### src/rtl/pgwalk_pkg.sv
package pgwalk_pkg;
  localparam int ADDR_W = 32;
  localparam int PG_SH  = 12;          // 4 KB page offset width
  localparam int BIG_SH = 22;          // 4 MB page offset width
  localparam int ENT_SH = 2;           // bytes per entry = 1 << ENT_SH
  localparam int ERR_W  = 3;

  // Entry flag positions (decoded by memory-resident tables)
  localparam int B_P  = 0;
  localparam int B_RW = 1;
  localparam int B_U  = 2;
  localparam int B_A  = 5;
  localparam int B_D  = 6;
  localparam int B_PS = 7;

  localparam logic [ADDR_W-1:0] SMALL_MASK = ~((ADDR_W'(1) << PG_SH) - ADDR_W'(1));
  localparam logic [ADDR_W-1:0] BIG_MASK   = ~((ADDR_W'(1) << BIG_SH) - ADDR_W'(1));

  typedef enum logic [2:0] {
    ST_IDLE, ST_RD_DIR, ST_WB_DIR, ST_RD_TBL, ST_WB_TBL, ST_DONE, ST_FAULT
  } walkState_t;

  typedef struct packed {
    logic accept;    // request latched this cycle
    logic flat;      // paging off: flat result
    logic capDir;    // directory entry arriving
    logic capTbl;    // table entry arriving
    logic tblPhase;  // table level selected
  } walkStrobe_t;

  typedef struct packed {
    logic present;
    logic big;
    logic permFail;
    logic leafWb;
    logic dirWb;
  } walkStatus_t;
endpackage

### src/rtl/pgwalk_dp.sv
module pgwalk_dp
  import pgwalk_pkg::*;
(
  input  logic              clk,
  input  logic              rstN,
  input  walkStrobe_t       stb,
  output walkStatus_t       sts,
  input  logic [ADDR_W-1:0] reqAddr,
  input  logic              reqWrite,
  input  logic              reqUser,
  input  logic              wpOn,
  input  logic              pseOn,
  input  logic [ADDR_W-1:0] dirBase,
  input  logic [ADDR_W-1:0] a20Mask,
  input  logic [ADDR_W-1:0] memRdata,
  output logic [ADDR_W-1:0] memAddr,
  output logic [ADDR_W-1:0] memWdata,
  output logic [ADDR_W-1:0] physPage,
  output logic              bigPage,
  output logic              permWrite,
  output logic              permUser,
  output logic [ERR_W-1:0]  faultCode,
  output logic [ADDR_W-1:0] faultAddr
);
  localparam int DIR_IDX_W = ADDR_W - BIG_SH;
  localparam int TBL_IDX_W = BIG_SH - PG_SH;

  logic [ADDR_W-1:0] linAddr, dirAddr, tblAddr, wbData, resPage, maskLat;
  logic isWr, isUsr, wpLat, pseLat, dirU, dirRW, presentLat;
  logic resBig, resPW, resPU;

  logic rdBig, leafSel, effU, effRW, wrOk;
  logic [ADDR_W-1:0] wbNext, pageMask, nextTbl, dirOfs, tblOfs, newDir;

  always_comb begin
    rdBig    = !stb.tblPhase && memRdata[B_PS] && pseLat;
    leafSel  = stb.tblPhase || rdBig;
    effU     = memRdata[B_U]  & (stb.tblPhase ? dirU  : 1'b1);
    effRW    = memRdata[B_RW] & (stb.tblPhase ? dirRW : 1'b1);
    wrOk     = isUsr ? (effU & effRW) : (effRW | ~wpLat);
    wbNext   = memRdata | (ADDR_W'(1) << B_A)
             | ((leafSel && isWr) ? (ADDR_W'(1) << B_D) : '0);
    pageMask = rdBig ? BIG_MASK : SMALL_MASK;
    dirOfs   = ADDR_W'({reqAddr[ADDR_W-1 -: DIR_IDX_W], {ENT_SH{1'b0}}});
    tblOfs   = ADDR_W'({linAddr[BIG_SH-1 -: TBL_IDX_W], {ENT_SH{1'b0}}});
    newDir   = ((dirBase & SMALL_MASK) + dirOfs) & a20Mask;
    nextTbl  = ((memRdata & SMALL_MASK) + tblOfs) & maskLat;

    sts.present  = memRdata[B_P];
    sts.big      = rdBig;
    sts.permFail = (isUsr && !effU) || (isWr && !wrOk);
    sts.leafWb   = wbNext != memRdata;
    sts.dirWb    = !memRdata[B_A];
  end

  always_ff @(posedge clk or negedge rstN) begin
    if (!rstN) begin
      linAddr <= '0; dirAddr <= '0; tblAddr <= '0; wbData <= '0;
      maskLat <= '0; resPage <= '0;
      isWr <= 1'b0; isUsr <= 1'b0; wpLat <= 1'b0; pseLat <= 1'b0;
      dirU <= 1'b0; dirRW <= 1'b0; presentLat <= 1'b0;
      resBig <= 1'b0; resPW <= 1'b0; resPU <= 1'b0;
    end else begin
      if (stb.accept) begin
        linAddr <= reqAddr;
        isWr    <= reqWrite;
        isUsr   <= reqUser;
        wpLat   <= wpOn;
        pseLat  <= pseOn;
        maskLat <= a20Mask;
        dirAddr <= newDir;
        if (stb.flat) begin
          resPage    <= reqAddr & SMALL_MASK & a20Mask;
          resBig     <= 1'b0;
          resPW      <= 1'b1;
          resPU      <= 1'b1;
          presentLat <= 1'b1;
        end
      end
      if (stb.capDir) begin
        dirU    <= memRdata[B_U];
        dirRW   <= memRdata[B_RW];
        tblAddr <= nextTbl;
      end
      if (stb.capDir || stb.capTbl) begin
        wbData     <= wbNext;
        presentLat <= memRdata[B_P];
        resPage    <= memRdata & pageMask & maskLat;
        resBig     <= rdBig;
        resPW      <= wbNext[B_D] & wrOk;
        resPU      <= effU;
      end
    end
  end

  assign memAddr   = stb.tblPhase ? tblAddr : dirAddr;
  assign memWdata  = wbData;
  assign physPage  = resPage;
  assign bigPage   = resBig;
  assign permWrite = resPW;
  assign permUser  = resPU;
  assign faultCode = {isUsr, isWr, presentLat};
  assign faultAddr = linAddr;
endmodule

### src/rtl/pgwalk_ctrl.sv
module pgwalk_ctrl
  import pgwalk_pkg::*;
(
  input  logic        clk,
  input  logic        rstN,
  input  logic        reqValid,
  input  logic        pagingOn,
  input  logic        memValid,
  input  walkStatus_t sts,
  output walkStrobe_t stb,
  output logic        memReq,
  output logic        memWe,
  output logic        reqReady,
  output logic        doneValid,
  output logic        doneFault
);
  walkState_t state, nxt;
  logic dirLeaf;

  always_comb begin
    stb.accept   = (state == ST_IDLE) && reqValid;
    stb.flat     = stb.accept && !pagingOn;
    stb.capDir   = (state == ST_RD_DIR) && memValid;
    stb.capTbl   = (state == ST_RD_TBL) && memValid;
    stb.tblPhase = (state == ST_RD_TBL) || (state == ST_WB_TBL);
  end

  always_comb begin
    nxt = state;
    unique case (state)
      ST_IDLE:   if (reqValid) nxt = pagingOn ? ST_RD_DIR : ST_DONE;
      ST_RD_DIR: if (memValid) begin
        if (!sts.present)      nxt = ST_FAULT;
        else if (sts.big) begin
          if (sts.permFail)    nxt = ST_FAULT;
          else if (sts.leafWb) nxt = ST_WB_DIR;
          else                 nxt = ST_DONE;
        end else               nxt = sts.dirWb ? ST_WB_DIR : ST_RD_TBL;
      end
      ST_WB_DIR: if (memValid) nxt = dirLeaf ? ST_DONE : ST_RD_TBL;
      ST_RD_TBL: if (memValid) begin
        if (!sts.present || sts.permFail) nxt = ST_FAULT;
        else if (sts.leafWb)              nxt = ST_WB_TBL;
        else                              nxt = ST_DONE;
      end
      ST_WB_TBL: if (memValid) nxt = ST_DONE;
      ST_DONE, ST_FAULT: nxt = ST_IDLE;
      default:   nxt = ST_IDLE;
    endcase
  end

  always_ff @(posedge clk or negedge rstN) begin
    if (!rstN) begin
      state   <= ST_IDLE;
      dirLeaf <= 1'b0;
    end else begin
      state <= nxt;
      if (stb.capDir) dirLeaf <= sts.big;
    end
  end

  assign memReq    = (state == ST_RD_DIR) || (state == ST_WB_DIR) ||
                     (state == ST_RD_TBL) || (state == ST_WB_TBL);
  assign memWe     = (state == ST_WB_DIR) || (state == ST_WB_TBL);
  assign reqReady  = (state == ST_IDLE);
  assign doneValid = (state == ST_DONE) || (state == ST_FAULT);
  assign doneFault = (state == ST_FAULT);
endmodule

### src/rtl/pgwalk_top.sv
module pgwalk_top
  import pgwalk_pkg::*;
(
  input  logic              clk,
  input  logic              rstN,
  input  logic              reqValid,
  output logic              reqReady,
  input  logic [ADDR_W-1:0] reqAddr,
  input  logic              reqWrite,
  input  logic              reqUser,
  input  logic              pagingOn,
  input  logic              wpOn,
  input  logic              pseOn,
  input  logic [ADDR_W-1:0] dirBase,
  input  logic [ADDR_W-1:0] a20Mask,
  output logic              memReq,
  output logic              memWe,
  output logic [ADDR_W-1:0] memAddr,
  output logic [ADDR_W-1:0] memWdata,
  input  logic              memValid,
  input  logic [ADDR_W-1:0] memRdata,
  output logic              doneValid,
  output logic              doneFault,
  output logic [ADDR_W-1:0] physPage,
  output logic              bigPage,
  output logic              permWrite,
  output logic              permUser,
  output logic [ERR_W-1:0]  faultCode,
  output logic [ADDR_W-1:0] faultAddr
);
  walkStrobe_t stb;
  walkStatus_t sts;

  pgwalk_ctrl ctrl_i (
    .clk(clk), .rstN(rstN), .reqValid(reqValid), .pagingOn(pagingOn),
    .memValid(memValid), .sts(sts), .stb(stb), .memReq(memReq),
    .memWe(memWe), .reqReady(reqReady), .doneValid(doneValid),
    .doneFault(doneFault)
  );

  pgwalk_dp dp_i (
    .clk(clk), .rstN(rstN), .stb(stb), .sts(sts), .reqAddr(reqAddr),
    .reqWrite(reqWrite), .reqUser(reqUser), .wpOn(wpOn), .pseOn(pseOn),
    .dirBase(dirBase), .a20Mask(a20Mask), .memRdata(memRdata),
    .memAddr(memAddr), .memWdata(memWdata), .physPage(physPage),
    .bigPage(bigPage), .permWrite(permWrite), .permUser(permUser),
    .faultCode(faultCode), .faultAddr(faultAddr)
  );
endmodule

### config.mk
export PLATFORM = sky130hd
export DESIGN_NAME = pgwalk_top
export DESIGN_NICKNAME = d
export VERILOG_FILES = /design/src/rtl/pgwalk_pkg.sv /design/src/rtl/pgwalk_dp.sv /design/src/rtl/pgwalk_ctrl.sv /design/src/rtl/pgwalk_top.sv
export SDC_FILE = /design/constraint.sdc
export NUM_CORES = 1
export LEC_CHECK = 0
export BUFFER_PORTS_ARGS = -buffer_cell sky130_fd_sc_hd__buf_2
export CAP_MARGIN = 20
export CORE_UTILIZATION = 50
export CTS_CLUSTER_DIAMETER = 80
export DETAILED_ROUTE_END_ITERATION = 10
export GPL_ROUTABILITY_DRIVEN = 0
export GPL_TIMING_DRIVEN = 0
export PLACE_DENSITY = 0.79
export SYNTH_ARGS = -nofsm -noshare
export SYNTH_HDL_FRONTEND = slang
export SYNTH_HIERARCHICAL = 1
export SYNTH_SLANG_ARGS = --single-unit
### constraint.sdc
create_clock -name clk -period 2.9 [get_ports clk]
set_clock_uncertainty 0.15 [all_clocks]
set_input_delay 0.435 -clock clk [delete_from_list [all_inputs] [get_ports clk]]
set_output_delay 0.435 -clock clk [all_outputs]
set_load 0.005 [all_outputs]
After elaboration in Yosys (flattened, before gate mapping)
Index checks and enable logic that the tools add are counted.
{"block": "totals", "regBits": 206, "in_bits": 137, "word_cells": 105}
{"block": "classes", "n_addsub": 2, "n_eq_ne": 12, "n_mux": 32, "n_bitwise": 12, "reduce_logical": 29}
{"cell": "$and 32x32->32", "count": 5}
{"cell": "$mux 32", "count": 4}
{"cell": "$add 32x12->32", "count": 2}
{"cell": "$mux 3", "count": 12}
{"cell": "$ne 32x32->1", "count": 1}
{"cell": "$or 32x32->32", "count": 1}
{"cell": "$mux 22", "count": 1}
{"cell": "$pmux 3 s5", "count": 1}
{"cell": "$mux 1", "count": 13}
{"cell": "$logic_or 1x1->1", "count": 10}
{"cell": "$ne 2x2->1 const B", "count": 5}
{"cell": "$eq 3x3->1 const B", "count": 3}
{"cell": "$logic_and 1x1->1", "count": 9}
{"cell": "$mux 7", "count": 1}
{"cell": "$eq 3x2->1 const B", "count": 2}
{"cell": "$logic_not 1->1", "count": 5}
{"cell": "$reduce_and 5->1", "count": 1}
{"cell": "$and 1x1->1", "count": 4}
{"cell": "$reduce_bool 2->1", "count": 2}
{"cell": "$eq 3x1->1 const B", "count": 1}
{"cell": "$logic_not 3->1", "count": 1}
{"cell": "$reduce_and 2->1", "count": 1}
{"cell": "$not 1->1", "count": 1}
{"cell": "$or 1x1->1", "count": 1}

Logic depth before layout (Yosys ltp)
{"block": "depth", "word_depth": 16, "mapped_depth": 12, "depth_no_buf": 10}

Modules after synthesis
Netlist, hierarchy kept.
{"mod": "pgwalk_dp", "n_inst": 1, "cells_each": 755, "area_per_inst_um2": 7767.4, "seq_area_each_um2": 4604.4}
{"mod": "pgwalk_ctrl", "n_inst": 1, "cells_each": 54, "area_per_inst_um2": 425.4, "seq_area_each_um2": 100.1}

Worst setup path after synthesis
Ideal clock, no wire load.
{"block": "synth_timing", "kind": "register to register", "startpoint": "register ctrl_i.state[0]", "endpoint": "register ctrl_i.state[0]", "t_arrival_ns": 1.964, "t_required_ns": 2.623, "slack_ns": 0.659, "path_stages_with_launch": 12, "n_path_buf": 2, "period_less_slack_ns": 2.241, "cell_sequence": "dfrtp_1 > buf_4 > nand2_1 > o21ai_1 > buf_6 > inv_1 > o21ai_0 > a22o_1 > nor2_1 > a21o_1 > a32oi_1 > o22ai_1"}
{"item": "from (decl)", "line": "pgwalk_ctrl.sv:17", "source": "walkState_t state, nxt;"}
{"item": "from (signal assigned)", "line": "pgwalk_ctrl.sv:57", "source": "state <= nxt;"}

==> metrics.md <==
| Metric | Value |
|---|---|
| Outcome | finished, final reports clean |
| Measured slew at the worst slew-check pin | 0.822 ns |
| Relative contribution of sequential cells to total power | 40.8% |
| Horizontal extent of the die | 130 um |
| Library cells used by synthesis | 41 |
| Synthesis Warnings | 6 |
| Type of destination of the critical path | primary output |
| Effective utilization at floorplan | around half |
| Final Instance Area | approximately 0.010 mm2 |
| CP arrival | 2.19 ns |
| Worst slew slack as a fraction of its limit | between 40% and 50% |
| HPWL reported at the end of detailed placement | 16600 um |
| Hold WC Path Type | in2reg |
| Final critical delay including setup and external delays | about 2.8 ns |
| Max Cap Violations | 0 |
| Placed instance area | 0.00979 mm2 |
| Post-synthesis instance area | 0.00819 mm2 |
| H-tree depth reported by CTS | 4 |
| Placement row count | 46 |
| Overall overflow remaining after global route | 0 |
| FILL cells | 1307 |
| Area added between synthesis and finish | 26.8% |
| Vias in the first global route | 6574 |
| Cell Int Power | 7.23 mW |
| Maximum achievable frequency | 0.361 GHz |
| Via/cell ratio | 5.23 |
| Min Hold Slack | 0.0490 ns |
| Number of synthesized flops with an enable pin | 0 |
| Area of the core | around 0.016 mm2 |
| Average size of a mapped cell | 10.1 um2 |
| Total power per unit cell area | 1090 mW/mm2 |
| WL per Instance | 17.4 um |
| Antenna viol nets, final | 0 |
| Starting DRT DRC Count | 522 |
| Register clock-pin slew on the reported worst setup and hold paths | 0.07 ns |
| Switching share of power | 35.9% |
| Reported leakage power | 5.22 nW |
| First-pass GRT wire length | 35300 um |
| Number of buffers created by CTS | 17 |
| Post-synth top flop | dfrtp_1 |
| Data required time of the worst path | around 2.3 ns |
| Final routed DRC violation total | 0 |
| Final Max Tran Viols | 0 |
| Pin count of the biggest net entering global routing | 108 |
| Register bit count reported by yosys | 188 |
| Total count of hold-check failures in the final report | 0 |
| 1st-pass router iterations | 5 |
| Antenna violations before repair | 0 |
| Critical path peak fanout | 18 |
| IR drop worst, VDD | around 0.53 mV |
| Post-synthesis instance total | 809 |
| Setup repair after global routing missed its margin | no |
| Switching power summed over all nets | 4.05 mW |
| Net count reported at finish | 1226 |
| Combinational share of power | 38.5% |
| Fraction of the cycle the final worst path needs | 95.6% |
| TritonCTS clock tree | yes |
| Clk sink count | 188 |
| Final Total Pwr | ~11 mW |
| Via total after detailed routing | 6886 |
| Post-synthesis sequential area ratio | a little under three fifths |
| Async S/R FF share, synth | 100% |
| Source-to-sink clock delay at the later pin of the worst-skew pair | 0.43 ns |
| Ratio of cells with drive above 1 in the final layout | 37.4% |
| Type of the worst setup path | reg2out |
| GRT Overall Usage | 28.0% |
| Diode insertion count for antenna repair | 0 |
| Critical path startpoint category | register |
| Library cell used as clock root buffer | clkbuf_16 |
| Part of the total power dissipated in the clock network | 20.7% |
| Vertical die dimension | 130 um |
| Die area | 0.0169 mm2 |
| I/O Buffers | 247 |
| Detailed Route WL | 22900 um |
| Number of endpoints failing setup at the final stage | 0 |
| Longest Clk Path Bufs | 2 |
| Top-level port count | 276 |
-- cells by family (layout without fill, tap and decap cells) --
logic type,after synthesis,count (layout),share of synthesized area (%)
other,1,14,0.0458
AOI/OAI and AO/OA,155,155,10.3
DFF,188,188,57.4
xor gates and xnor gates,3,3,0.321
and+or+nand+nor,262,262,14.4
buffers and inverters,131,410,7.99
muxes,69,69,9.48
-- Yosys cell counts, drive strengths merged, types with 2 or more instances --
library cell    n  share of area (%)
clkbuf         15               0.69
dfrtp         188                 57
a21o            2               0.18
o22ai          11               0.84
and3           12               0.92
xnor2           3               0.32
nand2         140                6.4
nand2b          3               0.23
a21oi          26                1.6
a32oi           2               0.21
buf            51                4.3
mux2           69                9.5
nand3          83                5.1
nor2           12               0.64
inv            65                3.0
a31oi          10               0.76
and2b           2               0.18
and2            2               0.15
nor3            4               0.44
o21ai          97                5.9
-- flip-flops by register name (all words and copies together), names as in the netlist --
signal and cells:
dp_i/faultAddr 32, dp_i/memWdata 32, dp_i/dirAddr 30, dp_i/maskLat 30, dp_i/tblAddr 30, dp_i/physPage 20
ctrl_i/state 3, ctrl_i/dirLeaf 1, dp_i/bigPage 1, dp_i/dirRW 1, dp_i/dirU 1, dp_i/isUsr 1
dp_i/isWr 1, dp_i/permUser 1, dp_i/permWrite 1, dp_i/presentLat 1, dp_i/pseLat 1, dp_i/wpLat 1
-- stage by stage --
stage	setup slack (ns)	cells	TNS (ns)	util, %
floorplan	0.659	822	0	-
global placement	-1.83	1285	-340.76	61.1
detailed placement	0.240	1286	0	61.4
CTS	0.0119	1317	0	65.1
global route	0.0136	1317	0	65.2
finish	0.127	1317	0	65.2
-- placed cells by master (no fill, tap or decap), types with 3 or more instances in the layout --
master / n
nand3_1: 83
nand2b_1: 3
a31oi_1: 10
o22ai_1: 11
and3_1: 12
inv_6: 3
clkbuf_2: 4
nor2_2: 3
clkbuf_16: 17
dfrtp_1: 187
a21oi_1: 25
mux2_2: 68
inv_1: 65
clkbuf_1: 9
nand2_1: 139
buf_2: 268
buf_6: 7
clkinv_2: 3
conb_1: 14
o21ai_0: 94
xnor2_1: 3
nor2_1: 9
buf_4: 22
o21ai_1: 3
-- final cells by class --
class                      instances  area [um2]  area share, %
multi-input combinational        503        2880           27.7
inverter                          65         244           2.35
timing repair buffer             249        1280           12.4
tap                              216         270           2.60
sequential                       188        4710           45.3
clock buffer                      19         453           4.36
buffer                            65         415           4.00
clock inverter                    12         136           1.31
-- power by group through the flow --
stage          Clock [mW]  Combinational [mW]  Sequential [mW]
2_1_floorplan           0                2.47             4.55
3_3_place_gp            0                4.21             4.57
3_5_place_dp            0                4.32             4.61
4_1_cts              2.38                4.36             4.59
5_1_grt              2.48                4.80             4.75
6_report             2.34                4.34             4.60
-- path summary, 6_finish.rpt --
path                       slack [ns]                    startpoint  depth (start not counted)                      endpoint
max                              0.13   ctrl_i/state[1]$_DFFE_PN0P_                          7                   memAddr[20]
min                              0.05                   memRdata[9]                          3  dp_i/memWdata[9]$_DFFE_PN0P_
max reg2reg                      0.28   ctrl_i/state[1]$_DFFE_PN0P_                         11   ctrl_i/state[0]$_DFFE_PN0P_
min reg2reg                      0.32  dp_i/memWdata[7]$_DFFE_PN0P_                          2  dp_i/memWdata[7]$_DFFE_PN0P_
max in group asynchronous        1.22                          rstN                          3  dp_i/memWdata[4]$_DFFE_PN0P_
min in group asynchronous        0.46                          rstN                          2  dp_i/dirAddr[14]$_DFFE_PN0P_
-- what timing repair did --
action                                  in CTS  in global routing
buffers inserted                             0                  0
pin swaps                                    0                  0
resized for setup                            2                 10
hold buffers                                 1                  0
endpoints found under the setup margin       2                 23
hold endpoints to repair                   106                  0
-- routing by layer --
metal	vias to the layer above	global-route usage (%)	wire length, um	share of wire [%]
met1	3311	37.2	9890	43
met5	-	0	0	0
li1	3240	-	-	-
met4	0	10.2	575	2.5
met2	298	45.0	10900	47
met3	37	6.77	1570	6.9
-- critical path: stages (launching register included) --
cell and delay (ns):
dfrtp_1 0.44, nor2_2 0.24, nand2_1 0.09, o21ai_1 0.10
buf_6 0.22, clkbuf_2 0.28, o21ai_0 0.20, buf_2 0.17
Note: power is estimated with default switching activity, not from simulation.
